**src/rtl/spi_port_pkg.sv**
```systemverilog
package spi_port_pkg;

    typedef enum logic [1:0] {
        ST_IDLE   = 2'd0,
        ST_MSHIFT = 2'd1,
        ST_MHOLD  = 2'd2,
        ST_SLAVE  = 2'd3
    } spi_state_e;

    localparam logic [1:0] ADR_CTRL = 2'd0;
    localparam logic [1:0] ADR_SEL  = 2'd1;
    localparam logic [1:0] ADR_STAT = 2'd2;
    localparam logic [1:0] ADR_DATA = 2'd3;

    typedef struct packed {
        logic       en;
        logic       mstr;
        logic       cpol;
        logic       cpha;
        logic       ie;
        logic       spare;
        logic [1:0] rate;
    } ctrl_t;

endpackage

```
**src/rtl/spi_port_sync.sv**
```systemverilog
module spi_port_sync #(
    parameter int W = 4,
    parameter int STAGES = 2,
    parameter logic [W-1:0] RST_VAL = '0
) (
    input  logic         clk,
    input  logic         rst_n,
    input  logic [W-1:0] d,
    output logic [W-1:0] q
);
    logic [W-1:0] pipe [STAGES];

    always_ff @(posedge clk) begin
        if (!rst_n) begin
            for (int i = 0; i < STAGES; i++) pipe[i] <= RST_VAL;
        end else begin
            pipe[0] <= d;
            for (int i = 1; i < STAGES; i++) pipe[i] <= pipe[i-1];
        end
    end

    assign q = pipe[STAGES-1];
endmodule

```
**src/rtl/spi_port_clkgen.sv**
```systemverilog
module spi_port_clkgen #(
    parameter int RATE_W = 2
) (
    input  logic              clk,
    input  logic              rst_n,
    input  logic              run,
    input  logic [RATE_W-1:0] rate,
    output logic              tick
);
    localparam int CNT_W = (1 << RATE_W) + 1;

    logic [CNT_W-1:0] cnt;
    logic [CNT_W-1:0] lim;

    // half period = 2^(rate+1) cycles
    assign lim  = (CNT_W'(2) << rate) - CNT_W'(1);
    assign tick = run && (cnt == lim);

    always_ff @(posedge clk) begin
        if (!rst_n || !run || tick) cnt <= '0;
        else                        cnt <= cnt + CNT_W'(1);
    end
endmodule

```
**src/rtl/spi_port_engine.sv**
```systemverilog
module spi_port_engine
    import spi_port_pkg::*;
#(
    parameter int DW = 8,
    parameter int RATE_W = 2,
    parameter int SYNC = 2
) (
    input  logic              clk,
    input  logic              rst_n,
    input  logic              en,
    input  logic              mstr,
    input  logic              cpol,
    input  logic              cpha,
    input  logic [RATE_W-1:0] rate,
    input  logic              fault,
    input  logic              load,
    input  logic [DW-1:0]     wdata,
    input  logic              sck_s,
    input  logic              miso_s,
    input  logic              mosi_s,
    input  logic              ss_s,
    output logic              busy,
    output logic              m_act,
    output logic              sck_o,
    output logic              out_bit,
    output logic [DW-1:0]     rx_byte,
    output logic              done
);
    localparam int EC_W = $clog2(2 * DW);
    localparam logic [EC_W-1:0] LAST_EDGE = EC_W'(2 * DW - 1);

    spi_state_e      state, nstate;
    logic [EC_W-1:0] ecnt;
    logic            sck_q, sck_prev;
    logic [DW-1:0]   tx_sr, rx_sr;
    logic [SYNC-1:0] samp_pipe;
    logic            run, tick, m_edge, s_edge, any_edge, is_samp, is_shift;

    assign run = (state == ST_MSHIFT) || (state == ST_MHOLD);

    spi_port_clkgen #(.RATE_W(RATE_W)) u_clkgen (
        .clk  (clk),
        .rst_n(rst_n),
        .run  (run),
        .rate (rate),
        .tick (tick)
    );

    assign m_edge   = (state == ST_MSHIFT) && tick;
    assign s_edge   = (state == ST_SLAVE) && (sck_s != sck_prev);
    assign any_edge = m_edge || s_edge;
    // edge index 0 is the first (leading) edge
    assign is_samp  = cpha ? ecnt[0] : ~ecnt[0];
    assign is_shift = cpha ? (~ecnt[0] && (ecnt != '0)) : ecnt[0];

    // next-state logic
    always_comb begin
        nstate = state;
        unique case (state)
            ST_IDLE: begin
                if (en && mstr && load)        nstate = ST_MSHIFT;
                else if (en && !mstr && !ss_s) nstate = ST_SLAVE;
            end
            ST_MSHIFT: begin
                if (fault || !en)                       nstate = ST_IDLE;
                else if (m_edge && (ecnt == LAST_EDGE)) nstate = ST_MHOLD;
            end
            ST_MHOLD: begin
                if (fault || !en || tick) nstate = ST_IDLE;
            end
            ST_SLAVE: begin
                if (!en || mstr || ss_s) nstate = ST_IDLE;
            end
        endcase
    end

    // state register
    always_ff @(posedge clk) begin
        if (!rst_n) state <= ST_IDLE;
        else        state <= nstate;
    end

    // datapath registers
    always_ff @(posedge clk) begin
        if (!rst_n) begin
            ecnt      <= '0;
            sck_q     <= 1'b0;
            sck_prev  <= 1'b0;
            tx_sr     <= '0;
            rx_sr     <= '0;
            samp_pipe <= '0;
        end else begin
            sck_prev  <= sck_s;
            samp_pipe <= (samp_pipe << 1) | SYNC'(m_edge && is_samp);

            if (state == ST_IDLE)  ecnt <= '0;
            else if (any_edge)     ecnt <= ecnt + EC_W'(1);

            if (!run)        sck_q <= cpol;
            else if (m_edge) sck_q <= ~sck_q;

            if (load)                      tx_sr <= wdata;
            else if (any_edge && is_shift) tx_sr <= {tx_sr[DW-2:0], 1'b0};

            // slave samples synced MOSI at once; master samples MISO after sync delay
            if (s_edge && is_samp)         rx_sr <= {rx_sr[DW-2:0], mosi_s};
            else if (samp_pipe[SYNC-1])    rx_sr <= {rx_sr[DW-2:0], miso_s};
        end
    end

    // outputs
    always_comb begin
        busy    = (state != ST_IDLE);
        m_act   = run;
        sck_o   = sck_q;
        out_bit = tx_sr[DW-1];
        rx_byte = rx_sr;
        done    = ((state == ST_MHOLD) && tick && en && !fault) ||
                  (s_edge && (ecnt == LAST_EDGE));
    end


    sck_rest_chk: assert property (@(posedge clk) disable iff (!rst_n)
        (state == ST_MHOLD) |-> (sck_o == cpol));

endmodule

```
**src/rtl/spi_port.sv**
```systemverilog
module spi_port
    import spi_port_pkg::*;
#(
    parameter int DW = 8,
    parameter int N_SSO = 8,
    parameter int RATE_W = 2,
    parameter int SYNC = 2
) (
    input  logic             clk,
    input  logic             rst_n,
    input  logic             reg_wr,
    input  logic [1:0]       reg_addr,
    input  logic [DW-1:0]    reg_wdata,
    output logic [DW-1:0]    reg_rdata,
    output logic             irq,
    input  logic             sck_in,
    output logic             sck_out,
    output logic             sck_oe,
    input  logic             mosi_in,
    output logic             mosi_out,
    output logic             mosi_oe,
    input  logic             miso_in,
    output logic             miso_out,
    output logic             miso_oe,
    input  logic             ss_n_in,
    output logic [N_SSO-1:0] sso_n
);
    localparam int TGT_W = (N_SSO > 1) ? $clog2(N_SSO) : 1;

    ctrl_t            ctrl_q;
    logic [TGT_W-1:0] tgt_q;
    logic             done_q, wcol_q, modf_q;
    logic             sck_s, mosi_s, miso_s, ss_s;
    logic             busy, m_act, sck_o, out_bit, done, fault;
    logic             ctrl_wr, sel_wr, stat_wr, dat_wr, load;
    logic [DW-1:0]    rx_byte;

    spi_port_sync #(.W(4), .STAGES(SYNC), .RST_VAL(4'b0001)) u_sync (
        .clk  (clk),
        .rst_n(rst_n),
        .d    ({sck_in, mosi_in, miso_in, ss_n_in}),
        .q    ({sck_s, mosi_s, miso_s, ss_s})
    );

    assign ctrl_wr = reg_wr && (reg_addr == ADR_CTRL);
    assign sel_wr  = reg_wr && (reg_addr == ADR_SEL);
    assign stat_wr = reg_wr && (reg_addr == ADR_STAT);
    assign dat_wr  = reg_wr && (reg_addr == ADR_DATA);
    assign load    = dat_wr && !busy;
    assign fault   = ctrl_q.en && ctrl_q.mstr && !ss_s;

    spi_port_engine #(.DW(DW), .RATE_W(RATE_W), .SYNC(SYNC)) u_engine (
        .clk    (clk),
        .rst_n  (rst_n),
        .en     (ctrl_q.en),
        .mstr   (ctrl_q.mstr),
        .cpol   (ctrl_q.cpol),
        .cpha   (ctrl_q.cpha),
        .rate   (ctrl_q.rate),
        .fault  (fault),
        .load   (load),
        .wdata  (reg_wdata),
        .sck_s  (sck_s),
        .miso_s (miso_s),
        .mosi_s (mosi_s),
        .ss_s   (ss_s),
        .busy   (busy),
        .m_act  (m_act),
        .sck_o  (sck_o),
        .out_bit(out_bit),
        .rx_byte(rx_byte),
        .done   (done)
    );

    always_ff @(posedge clk) begin
        if (!rst_n) begin
            ctrl_q <= '0;
            tgt_q  <= '0;
            done_q <= 1'b0;
            wcol_q <= 1'b0;
            modf_q <= 1'b0;
        end else begin
            if (ctrl_wr) begin
                ctrl_q.en   <= reg_wdata[7];
                ctrl_q.mstr <= reg_wdata[6];
                ctrl_q.ie   <= reg_wdata[3];
                if (!busy) begin
                    ctrl_q.cpol <= reg_wdata[5];
                    ctrl_q.cpha <= reg_wdata[4];
                    ctrl_q.rate <= reg_wdata[1:0];
                end
            end
            if (fault) ctrl_q.mstr <= 1'b0;
            if (sel_wr) tgt_q <= reg_wdata[TGT_W-1:0];

            if (done)                           done_q <= 1'b1;
            else if (stat_wr && reg_wdata[7])   done_q <= 1'b0;
            if (dat_wr && busy)                 wcol_q <= 1'b1;
            else if (stat_wr && reg_wdata[6])   wcol_q <= 1'b0;
            if (fault)                          modf_q <= 1'b1;
            else if (stat_wr && reg_wdata[5])   modf_q <= 1'b0;
        end
    end

    always_comb begin
        unique case (reg_addr)
            ADR_CTRL: reg_rdata = ctrl_q;
            ADR_SEL:  reg_rdata = DW'(tgt_q);
            ADR_STAT: reg_rdata = {done_q, wcol_q, modf_q, {(DW-3){1'b0}}};
            ADR_DATA: reg_rdata = rx_byte;
        endcase
    end

    assign irq      = ctrl_q.ie && (done_q || modf_q);
    assign sck_out  = sck_o;
    assign mosi_out = out_bit;
    assign miso_out = out_bit;
    assign sck_oe   = ctrl_q.en && ctrl_q.mstr && !modf_q;
    assign mosi_oe  = ctrl_q.en && ctrl_q.mstr && !modf_q;
    assign miso_oe  = ctrl_q.en && !ctrl_q.mstr && !ss_s && !modf_q;

    genvar g;
    generate
        for (g = 0; g < N_SSO; g++) begin : g_sso
            assign sso_n[g] = !(m_act && (tgt_q == TGT_W'(g)));
        end
    endgenerate


    sso_single_chk: assert property (@(posedge clk) disable iff (!rst_n)
        $onehot0(~sso_n));


    wcol_set_chk: assert property (@(posedge clk) disable iff (!rst_n)
        (dat_wr && busy) |=> wcol_q);


    modf_set_chk: assert property (@(posedge clk) disable iff (!rst_n)
        fault |=> (modf_q && !ctrl_q.mstr));


    drv_off_chk: assert property (@(posedge clk) disable iff (!rst_n)
        fault |=> (!sck_oe && !mosi_oe && !miso_oe));

endmodule

```
**config.mk**
```make
export PLATFORM = sky130hd
export DESIGN_NAME = spi_port
export DESIGN_NICKNAME = d
export VERILOG_FILES = /design/src/rtl/spi_port_pkg.sv /design/src/rtl/spi_port_sync.sv /design/src/rtl/spi_port_clkgen.sv /design/src/rtl/spi_port_engine.sv /design/src/rtl/spi_port.sv
export SDC_FILE = /design/constraint.sdc
export NUM_CORES = 1
export LEC_CHECK = 0
export ABC_AREA = 1
export BUFFER_PORTS_ARGS = -buffer_cell sky130_fd_sc_hd__buf_2
export CAP_MARGIN = 20
export CORE_UTILIZATION = 50
export CTS_CLUSTER_DIAMETER = 50
export DETAILED_ROUTE_END_ITERATION = 8
export PLACE_DENSITY = 0.74
export SLEW_MARGIN = 25
export SYNTH_ARGS = -nofsm -noshare
export SYNTH_HDL_FRONTEND = slang
export SYNTH_HIERARCHICAL = 1
export SYNTH_SLANG_ARGS = --single-unit
export TNS_END_PERCENT = 10
```
**constraint.sdc**
```tcl
create_clock -name clk -period 1.9 [get_ports clk]
set_clock_uncertainty 0.2 [all_clocks]
set_input_delay 0.285 -clock clk [delete_from_list [all_inputs] [get_ports clk]]
set_output_delay 0.285 -clock clk [all_outputs]
set_load 0.05 [all_outputs]
```
## After elaboration in Yosys (flattened, before gate mapping)

Memory sizes are Yosys's and may differ from the RTL's.
Cells that the tools add are included.

- Register bits: 44
- RAM bits: 8
- Input bits: 17
- Output and inout port bits: 23
- Word-level logic and storage cells: 154
- Memories: 1

Memories:

| name | depth | bits a word | read ports | clocked after memory_dff | write ports | line | RTL |
|---|---|---|---|---|---|---|---|
| u_sync.pipe | 2 | 4 | 2 | 0 | 2 | spi_port_sync.sv:11 | `logic [W-1:0] pipe [STAGES];` |

- $add $sub $neg: 3
- Equal/unequal tests: 21
- Shifts and indexed selects: 1
- Mux-type cells: 26
- Bitwise logic cells: 7
- Reduce and logical (&&, ||, !) cells: 77

Operators with widths:

| operator | number |
|---|---|
| $logic_and 1x1->1 | 37 |
| $mux 8 | 4 |
| $pmux 8 s4 | 1 |
| $logic_not 1->1 | 16 |
| $eq 3x3->1 const B | 4 |
| $mux 1 | 12 |
| $mux 2 | 6 |
| $reduce_bool 2->1 | 6 |
| $logic_or 1x1->1 | 10 |
| $eq 2x2->1 const B | 4 |
| $mux 4 | 2 |
| $pmux 2 s4 | 1 |
| $eq 3x2->1 const B | 2 |
| $add 5x1->5 const B | 1 |
| $eq 5x5->1 | 1 |
| $shl 2x2->5 const A | 1 |
| $sub 5x2->5 const B | 1 |
| $add 4x1->4 const B | 1 |
| $eq 2x1->1 const B | 2 |
| $eq 4x4->1 const B | 1 |
| $logic_not 2->1 | 2 |
| $ne 2x2->1 const B | 2 |
| $not 1->1 | 4 |
| $reduce_and 4->1 | 1 |
| other kinds (11) | 13 |

## Longest topological paths before layout

Gate-level depths: netlist of run 1.

- Depth in word-level cells: 9
- Depth in mapped cells: 13
- Gate-level depth less buffers: 13

## Cells and area by module

The synthesis of run 1 kept the hierarchy.

Modules (own cells, without submodules):

| module | times used | cells each | area each (um^2) |
|---|---|---|---|
| spi_port_engine | 1 | 198 | 1368.8 |
| spi_port | 1 | 136 | 813.3 |
| spi_port_clkgen | 1 | 39 | 270.3 |
| spi_port_sync | 1 | 29 | 255.2 |

## Worst setup path before layout of run 1

OpenSTA, ideal clock, no wires.

- Path type: reg2out
- Start: reg, netlist name ctrl_q[7]
- End: out miso_oe
- Data arrival time: 1.996 ns
- Required time: 1.415 ns
- Slack: -0.581 ns
- Cell stages (with the launch flop): 3
- Path through: dfxtp_1 > inv_1 > nor4_1

- Word-level cells in the longest chain between the ends: 3

RTL lines:

| what | line | RTL |
|---|---|---|
| $logic_and 1x1->1 (3 in series) | spi_port.sv:120 | `assign miso_oe = ctrl_q.en && !ctrl_q.mstr && !ss_s && !modf_q;` |
| end: declaration | spi_port.sv:24 | `output logic miso_oe,` |

Every way passes these cells.

## Worst setup path in the final report of run 1

- Start: reg u_engine.state[1]
- End: reg u_engine.ecnt[2]

- Word-level cells in the longest chain between the ends: 5

RTL lines:

| what | line | RTL |
|---|---|---|
| start: declaration | spi_port_engine.sv:32 | `spi_state_e state, nstate;` |
| start signal: assignment | spi_port_engine.sv:80 | `else state <= nstate;` |
| $eq 2x1->1 or $eq 2x2->1 (tied branches) | spi_port_engine.sv:39 | `assign run = (state == ST_MSHIFT) \|\| (state == ST_MHOLD);` |
| $logic_or 1x1->1 * | spi_port_engine.sv:39 |  |
| net m_act | spi_port.sv:34 | `logic busy, m_act, sck_o, out_bit, done, fault;` |
| $logic_and 1x1->1 * | spi_port_clkgen.sv:17 | `assign tick = run && (cnt == lim);` |
| net u_engine.tick | spi_port_engine.sv:37 | `logic run, tick, m_edge, s_edge, any_edge, is_samp, is_shift;` |
| $logic_and 1x1->1 * | spi_port_engine.sv:49 | `assign m_edge = (state == ST_MSHIFT) && tick;` |
| $logic_or 1x1->1 * | spi_port_engine.sv:51 | `assign any_edge = m_edge \|\| s_edge;` |
| end signal: assignment | spi_port_engine.sv:97 | `else if (any_edge) ecnt <= ecnt + EC_W'(1);` |
| end: declaration | spi_port_engine.sv:33 | `logic [EC_W-1:0] ecnt;` |

Mark *: on every way through the listed nets, which the timed path passes. The rest lies on a longest branch.
A chain may end at the register's enable or synchronous reset.

==> impl_results.md, run 1 <==
* Final setup viols at 20
* Max clock buf depth at 2
* Post-Syn Area at 0.00271 sq mm
* Max-slew violations at 0
* Number of buffers inserted by port buffering at 39
* Hold_ws at around 30 ps
* First-pass GRT wire length at about 10000 um
* Initial antenna violation count at 0
* Cells after synthesis at approximately 400
* Count leader, synth: nand2_1
* Hold depth at 3
* Die footprint at roughly 0.0057 sq mm
* 1st-pass router iterations at 4
* Failing checks: setup timing
* RR Endpoint: u_engine/ecnt[2]
* Clock power frac at 0.194
* R2r setup slk at -70 ps
* Via/cell ratio at slightly below 5
* Grt ovf at 0
* Clock root buffer: clkbuf_8
* # diodes at 0
* Clk slew on worst S/H paths at 90 ps
* Main synth FF type: dfxtp_1
* Num rows at 26
* Vias in the first global route at around 2200
* CTS H-tree depth at 2
* Total Wirelength at about 6400 um
* Share of the synthesized area in the top cell type at 0.384
* Core Region at around 0.0052 sq mm
* Async S/R FF share, synth at 0
* Internal power at 2.02 mW
* Max-Cap Viols at 0
* Beginning of the critical path: u_engine/state[1]
* Critical path endpoint: u_engine/ecnt[2]
* Crit-path slowest cell: dfxtp_2
* Worst-path maximum fanout at 5
* Routed vias at around 2600
* Worst Hold Class: input port to flip-flop
* TritonCTS clock tree: yes
* Sequential area share after synthesis at 0.384
* GPL Wtd Cong at 0.844
* Crit path DAT at ~2000 ps
* Worst Path Required at roughly 1900 ps
* Period minus WS final at around 2000 ps
* Mean Syn Cell Area at between 6 and 7 sq um
* Fin crit share at 1.04
* Run status: complete, but fails checks
* Max_slew headroom at 0.805
* Num CTS Buffers at 5
* Worst-path cell chain: inv_2 -> ha_4 -> nand3_2 -> nor2_2 -> nand2_2 -> nor2_4 -> nand2_2 -> nand2_4 -> buf_6 -> nand2_4 -> nor2_4 -> nor3_2
* R2R Path Start: u_engine/state[1]
* Final nets at just under 500
* R2R cell count at 12
* Switch share at 0.375
* Comb power frac at 0.419
* Worst Max-Slew Pin Slew at between 200 and 300 ps
* Layout cells sized above 1 at 0.254
* Synth top area cells: dfxtp_1, nand2_1, inv_1, nor2_1, nand3_1
* Starting Density at 0.523
* Net Switching at 1.21 mW
* Crit start category: flip-flop
* Placed cell count at 516
* Clk sinks at 52
* RSZ-0062 raised after global routing: true
* Area grow syn2layout at 26.8%
* Remaining DRCs at 0
* Post-synth EDFFs at 0
* Final WS setup at -67.6 ps
* VDD IR-drop max at 0.000457 V
* Crit path largest cell delay at between 300 and 400 ps
* Kind of critical path: flip-flop to flip-flop
* Net Count, Synth at around 430
* Die W at about 76 um
* Synth top cells by count: nand2_1, inv_1, nor2_1
* Ports at 40
* DR iter-0 viols at 125
* Final hold vios at 0
* Lkg Pwr at 1.65 nW
* Pwr Density at 942 mW/mm^2
* Yosys top cell by area: dfxtp_1
* Final Instance Count excl. Fillers at 538
* DP HPWL at 4580 um
* Largest net degree at the start of global routing at 17
* GRT Total Usage at 0.234
* CP endpoint kind: flip-flop
* Final core occ at 0.664
* Seq cells post-synth at 52
* Seq pwr share at 0.387
* Clock Latency Late Sink at roughly 310 ps
* Post-DR wirelength/cell at about 12 um
* Routed Antenna Nets at 0
* Die H at 75.6 um
* Netlist cell types at 30
* Yosys warning total at 6
* Fmax at just over 0.5 GHz
[layer usage]
metal	vias up	track usage	wire (um)
li1	1361	-	-
met1	1217	0.337	3060
met2	44	0.355	3030
met3	11	0.0370	156
met4	0	0.0823	134
met5	-	0	0
[kinds of logic after synthesis]
kind of cell,count (synthesis),share of synthesized area
buf+inv,80,0.129
fa+ha+maj,7,0.0323
xor+xnor,4,0.0129
simple gates,217,0.354
compound gates,41,0.0827
flops,52,0.384
mux,1,0.00370
[power by group through the flow]
| stage | Combinational (mW) | Clock [mW] | Sequential (mW) |
|---|---|---|---|
| floorplan | 0.670 | 0 | 1.29 |
| global placement | 1.04 | 0 | 1.26 |
| detailed placement | 1.06 | 0 | 1.26 |
| CTS | 1.26 | 0.644 | 1.25 |
| global route | 1.49 | 0.686 | 1.26 |
| finish | 1.36 | 0.629 | 1.25 |
[through the flow]
step	cell area, sq um	setup TNS [ps]	total power, mW	setup WS, ps
finish	3430	-717	3.24	-67.6
global route	3430	-3100	3.44	-185
CTS	3280	-253	3.15	-43.9
detailed placement	3040	-1900	2.32	-160
global placement	3040	-889	2.30	-98.1
floorplan	2730	-2160	1.96	-351
[cell type report]
| class | instances | area [sq um] |
|---|---|---|
| fillers | 432 | 1740 |
| clock buffers | 6 | 72.6 |
| inverters | 67 | 255 |
| flip-flops and latches | 52 | 1050 |
| well taps | 70 | 87.6 |
| multi-input cells | 271 | 1450 |
| repair inverters | 1 | 5.00 |
| clock inverters | 2 | 13.8 |
| repair buffers | 69 | 505 |
[worst min-delay path by stage]
stage / start / to
floorplan: ss_n_in / u_sync/pipe[0][0]
detailed placement: u_sync/pipe[0][1] / u_sync/pipe[0][5]
CTS: reg_wdata[2] / tgt_q[2]
global placement: u_sync/pipe[0][0] / u_sync/pipe[0][4]
finish: reg_wdata[2] / tgt_q[2]
global route: reg_wdata[1] / ctrl_q[1]
[placed cells by master, fill, tap and decap left out, drive strengths merged]
cell type	n
xnor2	1
inv	66
nor4	1
nand3b	2
nor2	62
mux2i	1
clkinvlp	2
xor2	3
dfxtp	52
clkbuf	7
o21bai	1
ha	7
nor3	5
nand2	115
o211ai	5
nand3	27
buf	64
o21ai	19
nand4	6
clkinv	2
dlygate4sd3	4
a21oi	16
[timing repair]
item                                    CTS  global route
hold buffers                              4             0
resized for setup                        33            23
buffers inserted                          2             6
endpoints found under the hold margin     4             0
cloned                                    0             2
pin swaps                                 5            16
endpoints found under the setup margin   27            29
[registers in the layout, summed over array words and instances, names as in the netlist]
signal and cells:
done_q 1, ctrl_q 7, u_engine/u_clkgen/cnt 5, u_sync/pipe 8
u_engine/state 2, u_engine/sck_o 1, u_engine/sck_prev 1, tgt_q 3
wcol_q 1, u_engine/samp_pipe 2, u_engine/rx_byte 8, u_engine/tx_sr 8
u_engine/ecnt 4, modf_q 1
[critical path, delay by kind of cell, from the launching register on]
family | cells | cell delay (ps)
buffers and inverters | 2 | 200
adders and majority gates | 1 | 270
DFF | 1 | 340
and+or+nand+nor | 9 | 870
(Power assumes the default switching activity.)
==> run 2: changes to the inputs <==
ABC_AREA = 0   (was 1)
BUFFER_PORTS_ARGS = -buffer_cell sky130_fd_sc_hd__buf_4   (was -buffer_cell sky130_fd_sc_hd__buf_2)
CTS_CLUSTER_DIAMETER = 80   (was 50)
==> run 2 against run 1 <==
Net effect:
- the flow still finishes with violations (setup timing)
- via count shrank 11%
- synthesized area fell by 3.4%
- first-iteration DRC count rose by 47%
- sequential power shrank 9%
- worst hold slack improved by 1.4 ps
- clock power increased by 38%
- synthesized cell count fell by 27%
- die area down 3.3%
- worst setup slack got worse by 93 ps
- combinational power down 82%
==> impl_results.md, run 2 <==
* Grt peak-use layer: met2
* Kind of critical path: flip-flop to flip-flop
* Final nets at just under 400
* Worst-path maximum fanout at 5
* Starting Density at 0.536
* Async S/R FF share, synth at 0
* Die footprint at around 0.0055 sq mm
* Synth top cells by count: dfxtp_1, nand3_1, nand2_1
* Worst Max-Slew Pin Slew at 437 ps
* Synth top area cells: dfxtp_1, nand3_1, mux2i_1, o21ai_0, nand2_1
* Max clock buf depth at 2
* Max-Cap Viols at 0
* Area grow syn2layout at 30.5%
* GRT Total Usage at 0.240
* Fin crit share at 1.08
* Grt ovf at 0
* Crit-path slowest cell: dfxtp_2
* Via/cell ratio at 5.48
* Switch share at 0.224
* First-pass GRT wire length at 10100 um
* Worst Hold Class: input port to flip-flop
* Sequential area share after synthesis at 0.398
* Seq pwr share at 0.506
* Routed Antenna Nets at 0
* Num CTS Buffers at 5
* CP endpoint kind: flip-flop
* # diodes at 0
* Ports at 40
* Internal power at around 1.7 mW
* Core Region at about 0.0049 sq mm
* Initial antenna violation count at 0
* VDD IR-drop max at 0.000403 V
* Net Count, Synth at 317
* Number of buffers inserted by port buffering at 39
* R2r setup slk at -160 ps
* R2R Path Start: u_engine/state[0]
* Main synth FF type: dfxtp_1
* Final hold vios at 0
* Yosys warning total at 6
* DR iter-0 viols at 184
* Run status: complete, but fails checks
* Vias in the first global route at roughly 2100
* Layout cells sized above 1 at 0.298
* GR Layer Usage met3 at 0.0366
* Max-slew violations at 0
* Remaining DRCs at 0
* Most frequent cells in the layout: buf_4, dfxtp_1, nand3_1, nand2_1, o21ai_0
* R2R cell count at 9
* Final setup viols at 17
* Clk slew on worst S/H paths at ~90 ps
* Largest net degree at the start of global routing at about 40
* Final WS setup at -160 ps
* 1st-pass router iterations at 4
* Post-DR wirelength/cell at between 10 and 15 um
* Share of the synthesized area in the top cell type at 0.398
* Die H at about 74 um
* Failing checks: setup timing
* Crit path largest cell delay at about 340 ps
* Clock Latency Late Sink at ~300 ps
* Period minus WS final at between 2000 and 2500 ps
* Worst Path Required at 1880 ps
* Netlist cell types at 54
* Crit-path leading delay family: compound AO/OA/AOI/OAI gates
* Yosys top cell by area: dfxtp_1
* Crit start category: flip-flop
* GRT met2 Usage at 0.406
* Worst-path cell chain: inv_2 -> ha_4 -> o2111a_1 -> o221a_4 -> buf_6 -> nor2b_1 -> o2111ai_1 -> o211ai_1 -> mux2i_1
* RR Endpoint: u_engine/state[1]
* Crit path DAT at roughly 2000 ps
* Post-synth EDFFs at 0
* Clock power frac at 0.384
* Seq cells post-synth at between 50 and 60
* Max_slew headroom at 0.707
* TritonCTS clock tree: yes
* Hold depth at 3
* Clk sinks at 52
* Cells after synthesis at ~300
* Net Switching at 0.504 mW
* Most common cell after layout, fill and taps aside: buf_4
* CTS H-tree depth at 2
* Mean Syn Cell Area at 8.93 sq um
* Count leader, synth: dfxtp_1
* Buffers & Inverters on Critical Path at 2
* DP HPWL at 4350 um
* GPL Wtd Cong at about 0.9
* Hold Path Sink: ctrl_q[4]
* Hold_ws at 31.1 ps
* DP Area at ~0.0031 sq mm
* Lkg Pwr at around 1.4 nW
* RSZ-0062 raised after global routing: true
* Fmax at around 0.49 GHz
* Num rows at 25
* Routed vias at 2350
* Final instance area at 0.00341 sq mm
* Total Wirelength at 6300 um
* Post-Syn Area at between 0.002 and 0.003 sq mm
* Met1 GRT Util at 0.321
* Pwr Density at about 660 mW/mm^2
* Comb power frac at 0.110
* Hold path startpoint: reg_wdata[4]
* Die W at ~74 um
* Clock root buffer: clkbuf_8
-- run 2: changes by cell type after synthesis, moves of 6 or more --
cell,previous run,this run
a21oi_1,16,4
a31oi_1,0,10
and2_1,0,9
inv_1,64,14
mux2i_1,1,13
nand2_1,108,28
nand3_1,24,30
nor2_1,59,9
nor2b_1,0,10
o21ai_0,19,25
o21ai_1,0,8
-- run 2: layer usage --
metal / wire [um] / vias to the layer above
met3: 272 / 2
li1: - / 1180
met2: 3110 / 54
met1: 2900 / 1114
met5: 0 / -
met4: 22 / 0
-- run 2: worst reg2reg max path, cell delays in order, from the launching register on --
cell	delay, ps
dfxtp_2	340
inv_2	50
ha_4	260
o2111a_1	170
o221a_4	210
buf_6	120
nor2b_1	40
o2111ai_1	190
o211ai_1	190
mux2i_1	160
-- run 2: power groups by stage --
| stage | Sequential, mW | Clock (mW) | Combinational (mW) |
|---|---|---|---|
| 2_1_floorplan | 1.17 | 0 | 0.130 |
| 6_report | 1.14 | 0.866 | 0.248 |
| 3_5_place_dp | 1.16 | 0 | 0.224 |
| 3_3_place_gp | 1.16 | 0 | 0.221 |
| 5_1_grt | 1.14 | 0.925 | 0.267 |
| 4_1_cts | 1.14 | 0.882 | 0.242 |
-- run 2: area by class of cell --
cell class              count  area, sq um
repair buffers             77          631
flip-flops and latches     52         1040
inverters                  14         52.6
clock inverters             2         60.1
fillers                   404         1470
clock buffers               5         68.8
multi-input cells         212         1480
well taps                  67         83.8
-- run 2: metrics by stage --
step / power (mW) / cells / setup slack (ps) / utilization / TNS, ps
2_1_floorplan: 1.30 / 293 / -214 / - / -2490
3_3_place_gp: 1.38 / 408 / -175 / 0.632 / -1480
3_5_place_dp: 1.39 / 408 / -228 / 0.632 / -2370
4_1_cts: 2.26 / 425 / -139 / 0.687 / -935
5_1_grt: 2.34 / 429 / -241 / 0.700 / -2660
6_report: 2.25 / 429 / -160 / 0.700 / -1240
-- run 2: kinds of logic after synthesis --
group / share of synthesized area
fa+ha+maj: 0.0335
simple gates: 0.242
flops: 0.398
buf+inv: 0.0598
compound gates: 0.176
mux: 0.0641
xor+xnor: 0.0263
-- run 2: timing repair --
item / CTS / global route
gates cloned: 1 / 0
endpoints found under the hold margin: 6 / 0
endpoints found under the setup margin: 24 / 23
buffers inserted: 3 / 4
hold buffers: 6 / 0
pin swaps: 5 / 2
gates resized for setup: 15 / 9
-- run 2: worst max path at each step --
stage | start | to | slack [ps] | depth (start not counted)
floorplan | u_engine/state[0] | u_engine/tx_sr[2] | -210 | 8
global placement | u_engine/state[0] | u_engine/ecnt[0] | -180 | 8
detailed placement | u_engine/state[0] | u_engine/ecnt[0] | -230 | 8
CTS | u_engine/state[0] | u_engine/state[1] | -140 | 9
global route | u_engine/state[1] | u_engine/state[1] | -240 | 9
finish | u_engine/state[0] | u_engine/state[1] | -160 | 9
==> run 3: changes to the inputs <==
CORE_MARGIN = 5   (was default)
CTS_BUF_LIST = sky130_fd_sc_hd__clkbuf_16   (was default)
==> run 3 against run 2 <==
Net effect:
- the flow still finishes with violations (setup timing)
- total power up 11%
- sequential power about the same
- wire length down 1.5%
- worst hold slack got worse by 23 ps
- non-clock buffer count shrank 10
- fmax increased by 2.4%
- first-iteration DRC count shrank 15%
- combinational power shrank 2%
==> impl_results.md, run 3 (synthesis results as in run 2) <==
* Core Region at 0.00511 sq mm
* Remaining DRCs at 0
* Pwr Density at 740 mW/mm^2
* Run status: complete, but fails checks
* Crit-path slowest cell: dfxtp_2
* Buffers & Inverters on Critical Path at 1
* Starting Density at 0.512
* Crit-path leading delay family: compound AO/OA/AOI/OAI gates
* Ports at 40
* First-pass GRT wire length at a little over 10000 um
* RSZ-0062 raised after global routing: true
* Kind of critical path: flip-flop to flip-flop
* CTS H-tree depth at 2
* Max clock buf depth at 2
* Fmax at around 0.5 GHz
* TritonCTS clock tree: yes
* Grt ovf at 0
* # diodes at 0
* Clk slew on worst S/H paths at 60 ps
* Crit start category: flip-flop
* Num rows at 26
* Crit path DAT at 1970 ps
* Worst-path maximum fanout at 7
* Worst Path Required at 1860 ps
* Area grow syn2layout at 29.7%
* Via/cell ratio at around 5.5
* Hold_ws at roughly 8.5 ps
* GRT Total Usage at 0.199
* DP HPWL at between 4000 and 5000 um
* Largest net degree at the start of global routing at 42
* Max-slew violations at 0
* Die W at around 82 um
* Failing checks: setup timing
* Layout cells sized above 1 at 0.290
* Worst slack at placement at -241 ps
* Final Instance Count excl. Fillers at between 400 and 500
* Lkg Pwr at ~1.3 nW
* Max_slew headroom at 0.693
* Routed Antenna Nets at 0
* Post-DR wirelength/cell at around 15 um
* Initial antenna violation count at 0
* VDD IR-drop max at ~0.0005 V
* Crit path largest cell delay at approximately 330 ps
* Final WS setup at -112 ps
* Die footprint at between 0.006 and 0.007 sq mm
* Placed cell count at 410
* Max-Cap Viols at 0
* Period minus WS final at a little over 2000 ps
* Worst Max-Slew Pin Slew at 458 ps
* Clock root buffer: clkbuf_16
* Most frequent cells in the layout: buf_4, dfxtp_1, nand3_1, nand2_1, o21ai_0
* DR iter-0 viols at 156
* Worst Hold Class: input port to flip-flop
* Routed vias at around 2300
* Vias in the first global route at 2183
* Total Wirelength at 6200 um
* Die H at 82.3 um
* 1st-pass router iterations at 4
* Num CTS Buffers at 5
* Final hold vios at 0
* Final core occ at 0.664
* Most common cell after layout, fill and taps aside: buf_4
* Fin crit share at 1.06
* Number of buffers inserted by port buffering at 39
* Clk sinks at between 50 and 60
* Final setup viols at 8
* CP endpoint kind: flip-flop
* Worst-path cell chain: inv_2 -> ha_4 -> o2111a_1 -> o221a_4 -> nor2b_1 -> o2111ai_1 -> o211ai_1 -> mux2i_1
* Clock Latency Late Sink at ~290 ps
* Final nets at 376
* GPL Wtd Cong at approximately 0.84
-- run 3: worst paths after layout --
path	start	to	slack, ps	cells past startpoint
min reg2reg	u_sync/pipe[0][0]	u_sync/pipe[0][4]	210	1
max	u_engine/state[1]	u_engine/state[0]	-110	8
min	miso_in	u_sync/pipe[0][1]	9	2
max reg2reg	u_engine/state[1]	u_engine/state[0]	-110	8
-- run 3: final cells by class --
class / count / area, sq um
multi-input combinational: 212 / 1490
timing repair buffer: 67 / 537
sequential: 52 / 1040
clock inverter: 2 / 60.1
fill: 407 / 1710
clock buffer: 5 / 125
inverter: 14 / 52.6
tap: 70 / 87.6
-- run 3: metrics by stage --
| stage | power (mW) | instance area [sq um] | setup TNS (ps) |
|---|---|---|---|
| after floorplan | 1.30 | 2620 | -2490 |
| after global placement | 1.38 | 3080 | -1440 |
| after detailed placement | 1.39 | 3080 | -2510 |
| after CTS | 2.53 | 3360 | -600 |
| after global routing | 2.60 | 3390 | -1750 |
| final | 2.51 | 3390 | -611 |
-- run 3: metal layers --
| metal | vias up | GRT usage | part of all wire |
|---|---|---|---|
| met5 | - | 0 | 0 |
| met4 | 0 | 0.0814 | 0.014 |
| met3 | 8 | 0.0325 | 0.060 |
| met2 | 60 | 0.328 | 0.48 |
| met1 | 1108 | 0.257 | 0.44 |
| li1 | 1162 | - | - |
-- run 3: timing repair --
item | CTS | global route
hold buffers | 3 | 0
cloned | 1 | 0
resized for setup | 14 | 8
pin swaps | 4 | 11
setup endpoints to repair | 23 | 23
hold endpoints to repair | 3 | 0
setup buffers | 0 | 1
-- run 3: power by group --
part           leakage (nW)  switching (mW)  internal, mW  total (mW)
clock network        0.0899           0.381         0.747        1.13
logic                 0.825           0.135         0.107       0.242
registers             0.423          0.0215          1.12        1.14
total                  1.34           0.537          1.97        2.51
